$ cat config.mk
export PLATFORM = sky130hd
export DESIGN_NAME = rst_domain_ctrl
export DESIGN_NICKNAME = d
export VERILOG_FILES = /design/src/rtl/rdc_pkg.sv /design/src/rtl/rdc_sync2.sv /design/src/rtl/rdc_stretch.sv /design/src/rtl/rdc_strap_latch.sv /design/src/rtl/rst_domain_ctrl.sv
export SDC_FILE = /design/constraint.sdc
export NUM_CORES = 1
export LEC_CHECK = 0
export ABC_AREA = 1
export ABC_CLOCK_PERIOD_IN_PS = 1300
export BUFFER_PORTS_ARGS = -buffer_cell sky130_fd_sc_hd__buf_2
export CORE_UTILIZATION = 50
export DETAILED_ROUTE_END_ITERATION = 10
export PLACE_DENSITY = 0.73
export SLEW_MARGIN = 10
export SYNTH_ARGS = -nofsm -noshare
export SYNTH_HDL_FRONTEND = slang
export SYNTH_SLANG_ARGS = --single-unit
$ cat constraint.sdc
create_clock -name clk -period 1.3 [get_ports clk]
set_input_delay 0 -clock clk [delete_from_list [all_inputs] [get_ports clk]]
set_output_delay 0 -clock clk [all_outputs]
set_load 0.05 [all_outputs]
$ cat src/rtl/rdc_pkg.sv
package rdc_pkg;
  localparam int CAUSE_W = 3;
  localparam int CB_COLD = 0;
  localparam int CB_WARM = 1;
  localparam int CB_HOT  = 2;

  typedef logic [CAUSE_W-1:0] cause_t;

  // Next value of the cause register: a cold release starts fresh,
  // a new episode replaces the record, an ongoing one accumulates.
  function automatic cause_t cause_next(cause_t cur, logic in_ep, logic cold_rel,
                                        logic warm_act, logic hot_act);
    cause_t fresh;
    fresh = '0;
    if (cold_rel) begin
      fresh[CB_COLD] = 1'b1;
      return fresh;
    end
    fresh[CB_WARM] = warm_act;
    fresh[CB_HOT]  = hot_act;
    if (warm_act || hot_act) return in_ep ? (cur | fresh) : fresh;
    return cur;
  endfunction
endpackage

$ cat src/rtl/rdc_sync2.sv
module rdc_sync2 #(
  parameter int STAGES = 2
) (
  input  logic clk,
  input  logic arst_n,
  input  logic d,
  output logic q
);
  logic [STAGES-1:0] sh;

  always_ff @(posedge clk or negedge arst_n) begin
    if (!arst_n) sh <= '0;
    else         sh <= {sh[STAGES-2:0], d};
  end

  assign q = sh[STAGES-1];
endmodule

$ cat src/rtl/rdc_stretch.sv
module rdc_stretch #(
  parameter int STRETCH = 16
) (
  input  logic clk,
  input  logic arst_n,
  input  logic hold,
  output logic rst_n
);
  localparam int CW = $clog2(STRETCH + 1);
  localparam logic [CW-1:0] LIM = CW'(STRETCH);

  logic [CW-1:0] cnt;
  logic          rst_q;

  always_ff @(posedge clk or negedge arst_n) begin
    if (!arst_n) begin
      cnt   <= '0;
      rst_q <= 1'b0;
    end else if (hold) begin
      cnt   <= '0;
      rst_q <= 1'b0;
    end else if (cnt != LIM) begin
      cnt   <= cnt + 1'b1;
    end else begin
      rst_q <= 1'b1;
    end
  end

  assign rst_n = rst_q;
endmodule

$ cat src/rtl/rdc_strap_latch.sv
module rdc_strap_latch #(
  parameter int W = 8
) (
  input  logic         clk,
  input  logic         cold_rst_n,
  input  logic         cold_sync_n,
  input  logic [W-1:0] strap_i,
  output logic [W-1:0] cfg,
  output logic         capture
);
  logic seen;

  assign capture = cold_sync_n && !seen;

  always_ff @(posedge clk or negedge cold_rst_n) begin
    if (!cold_rst_n) begin
      seen <= 1'b0;
      cfg  <= '0;
    end else if (capture) begin
      seen <= 1'b1;
      cfg  <= strap_i;
    end
  end
endmodule

$ cat src/rtl/rst_domain_ctrl.sv
module rst_domain_ctrl
  import rdc_pkg::*;
#(
  parameter int STRAP_W     = 8,
  parameter int STRETCH     = 16,
  parameter int SYNC_STAGES = 2,
  parameter int ROOT_BIT    = 0
) (
  input  logic               clk,
  input  logic               cold_rst_n,
  input  logic               warm_rst_n,
  input  logic               hot_rst_req,
  input  logic [STRAP_W-1:0] strap_i,
  output logic               logic_rst_n,
  output logic               sticky_rst_n,
  output logic               pad_safe,
  output logic [STRAP_W-1:0] cfg_straps,
  output logic               cfg_root,
  output logic [2:0]         rst_cause
);
  // Named internal events
  logic   warm_arst_n;
  logic   cold_sync_n;
  logic   warm_sync_n;
  logic   hot_sync;
  logic   hot_eff;
  logic   warm_act;
  logic   src_active;
  logic   cold_rel;
  logic   in_ep;
  cause_t cause_q;

  assign warm_arst_n = cold_rst_n & warm_rst_n;

  rdc_sync2 #(.STAGES(SYNC_STAGES)) u_cold_sync (
    .clk(clk), .arst_n(cold_rst_n), .d(1'b1), .q(cold_sync_n));

  rdc_sync2 #(.STAGES(SYNC_STAGES)) u_warm_sync (
    .clk(clk), .arst_n(warm_arst_n), .d(1'b1), .q(warm_sync_n));

  rdc_sync2 #(.STAGES(SYNC_STAGES)) u_hot_sync (
    .clk(clk), .arst_n(cold_rst_n), .d(hot_rst_req), .q(hot_sync));

  rdc_strap_latch #(.W(STRAP_W)) u_straps (
    .clk(clk), .cold_rst_n(cold_rst_n), .cold_sync_n(cold_sync_n),
    .strap_i(strap_i), .cfg(cfg_straps), .capture(cold_rel));

  assign cfg_root   = cfg_straps[ROOT_BIT];
  assign hot_eff    = hot_sync && !cfg_root;
  assign warm_act   = !warm_sync_n;
  assign src_active = !cold_sync_n || warm_act || hot_eff;

  rdc_stretch #(.STRETCH(STRETCH)) u_stretch (
    .clk(clk), .arst_n(warm_arst_n), .hold(src_active), .rst_n(logic_rst_n));

  assign sticky_rst_n = cold_sync_n;
  assign pad_safe     = !logic_rst_n;

  // Cause record lives in the sticky domain
  always_ff @(posedge clk or negedge cold_rst_n) begin
    if (!cold_rst_n) begin
      cause_q <= '0;
      in_ep   <= 1'b0;
    end else begin
      cause_q <= cause_next(cause_q, in_ep, cold_rel, warm_act, hot_eff);
      if (warm_act || hot_eff) in_ep <= 1'b1;
      else if (logic_rst_n)    in_ep <= 1'b0;
    end
  end

  assign rst_cause = cause_q;
endmodule

==> results.toml <==
[worst_setup_path]
r2r-end = "u_stretch.cnt[0]$_DFFE_PN0P_"
reg2reg_slack_ns = 0.11
end_kind = "flop"
cpMostUsedCell = "nand2_1"
crit_fanout = 4
crit_path_start = "u_stretch.cnt[0]$_DFFE_PN0P_"
worstPathCellList = "inv_1 -> ha_1 -> nand2_1 -> inv_1 -> nand2_1 -> nand3_1 -> nand2_1"
worstRegToRegCells = 7
critPathKind = "flop to flop"
path_buf_inv = 2
cp.depth = 7
slowest_delay_ns = 0.43
cpLargestDelayFamily = "flip-flops"
crit_slowest_cell = "dfrtp_1"
critical_path_required_ns = 1.58
timing.rr.start = "u_stretch.cnt[0]$_DFFE_PN0P_"
crit_path_start_kind = "flop"
crit_arrival_ns = 1.47
endpoint = "u_stretch.cnt[0]$_DFFE_PN0P_"

[pwr]
cellPowerDensity_nw_per_um2 = 1210
p_leak_nw = 0.728
vdd_ir_drop_max_uv = 877

[placement]
pre_cts_ws_ns = 0.141
dp_hpwl_mm = 1.52
place_inst = 168
io_buffers = 26
postPlaceCellArea_sq_um = 1210
gp_congestion = 0.845

[clocking]
ctsRootBufferMaster = "clkbuf_4"
cts.sinks = 25
clkTransAtPathRegs_ns = 0.15
htree_levels = 1
clk_latency_ns = 0.33
cts_tree = "done"
clk_path_buf_depth = 2
cts-resized-gates = 0
cts_inserted_buffers = 3

[die]
core-area_sq_um = 1960
dieArea_sq_um = 2270
placementRows = 16
ioPinCount = 27
die_x_microns = 47.7
start_util = 0.531
die_h_microns = 47.7

[finish]
area_growth_pct = 31.0
final_common_cell = "nand2_1"
diodes = 0
num-fill-cells = 181
design_area_sq_um = 1370
drive_gt1_frac = 0.253
fin_cells = 185
nets = 173
final_cell_mix = "nand2_1 (46), buf_2 (26), dfrtp_1 (25)"

[timing]
max_freq_mhz = 837
min_period_over_period = 0.919
setup_viol = 0
fin_ws_ns = 0.106
tns_ns = 0
period_needed_ns = 1.19
slew_violations = 0
finClkSkew_ns = 0.00124
final_hold_viol_count = 0

[worst_hold_path]
min_path_type = "primary input to asynchronous set/reset pin"

[detailed_routing]
wire_per_inst_microns = 11.9
wl_mm = 2.19
drc = 0
dr.pass1.iters = 4
ant_nets = 0
vias = 892
dr.first_iter.drc_count = 16
avgViaCountPerCell = 4.82

[logic_synthesis]
synth_cell_types = 20
seq_area_frac_synth = 0.600
syn_area_per_cell_sq_um = 9.14
synth_seq_cells = 25
synthCells = 114
yosys_warnings = 0
synthesis.area_sq_um = 1040

[outcome]
run_status = "complete, no violations"

[grt]
antenna_found_initial = 0
grt_pass1_vias = 768
grt_pass1_wl_mm = 3.24
grt.overflow.total = 0
grt_usage = 0.215
grt_max_degree = 18

[flow_run]
max_cap_violations = 0
==> metrics by stage <==
step | power (W) | hold WS (ns) | util
5_1_grt | 0.00173 | 0.202 | 0.696
3_3_place_gp | 0.00124 | -0.0167 | 0.615
3_5_place_dp | 0.00126 | -0.0244 | 0.615
4_1_cts | 0.00165 | 0.186 | 0.692
2_1_floorplan | 0.00116 | -0.296 | -
6_report | 0.00165 | 0.209 | 0.696
==> layer usage <==
layer	vias up	wire [microns]	GRT usage
li1	433	-	-
met1	431	945	0.268
met2	22	1130	0.367
met3	6	63	0.0340
met4	0	56	0.100
met5	-	0	0
==> flip-flops by register name, indices dropped and copies added (netlist names) <==
signal           flops
u_straps.cfg         8
u_stretch.cnt        5
rst_cause            3
u_cold_sync.sh       2
u_hot_sync.sh        2
u_warm_sync.sh       2
in_ep                1
u_straps.seen        1
u_stretch.rst_n      1
==> cells in the mapped netlist, drive strengths merged <==
cell type	n	area share
a21oi	2	0.024
buf	2	0.018
conb	1	0.0036
dfrtp	25	0.60
ha	2	0.024
inv	13	0.047
nand2	47	0.17
nand3	7	0.034
nand4	1	0.0060
nor2	8	0.034
o211ai	1	0.0072
o21ai	2	0.0096
o21bai	1	0.0072
or2	1	0.0060
xnor2	1	0.0084
==> how the worst min path moves through the flow <==
stage,from,endpoint,slack [ns],cells past startpoint
6_report,cold_rst_n,rst_cause[2]$_DFFE_PN0P_,0.21,3
5_1_grt,cold_rst_n,rst_cause[2]$_DFFE_PN0P_,0.20,3
4_1_cts,cold_rst_n,rst_cause[2]$_DFFE_PN0P_,0.19,3
3_5_place_dp,warm_rst_n,u_stretch.cnt[4]$_DFFE_PN0P_,-0.02,3
3_3_place_gp,warm_rst_n,u_warm_sync.sh[0]$_DFF_PN0_,-0.02,3
2_1_floorplan,cold_rst_n,in_ep$_DFFE_PN0P_,-0.30,0
==> power by group <==
part	internal (W)	leakage, nW	switching, W
Sequential	0.000836	0.298	0.0000383
Clock	0.000126	0.0183	0.000255
Combinational	0.000110	0.412	0.000287
==> logic make-up after synthesis <==
kind of cell               after synthesis  synth area share
and+or+nand+nor                         64             0.251
DFF                                     25             0.600
buffers and inverters                   15            0.0648
AOI/OAI and AO/OA                        6            0.0480
adders and majority gates                2            0.0240
xor gates and xnor gates                 1           0.00840
other                                    1           0.00360
==> worst reg2reg max path, cell delays in order (launching register included) <==
cell,delay (ns)
dfrtp_1,0.43
inv_1,0.08
ha_1,0.20
nand2_1,0.08
inv_1,0.05
nand2_1,0.13
nand3_1,0.09
nand2_1,0.09
==> layout make-up <==
class                           count  area, sq um  share of cell area
Tap cell                           27         33.8              0.0247
Sequential cell                    25          626               0.458
Inverter                           13         48.8              0.0357
Timing Repair Buffer               41          273               0.200
Clock inverter                      1         8.76             0.00642
Multi-Input combinational cell     75          353               0.258
Clock buffer                        3         22.5              0.0165
==> what timing repair did <==
item	CTS	global route
endpoints found under the hold margin	34	0
setup endpoints to repair	0	2
hold buffers	12	0
buffers inserted	0	1
Power figures use the tool's default switching activity.
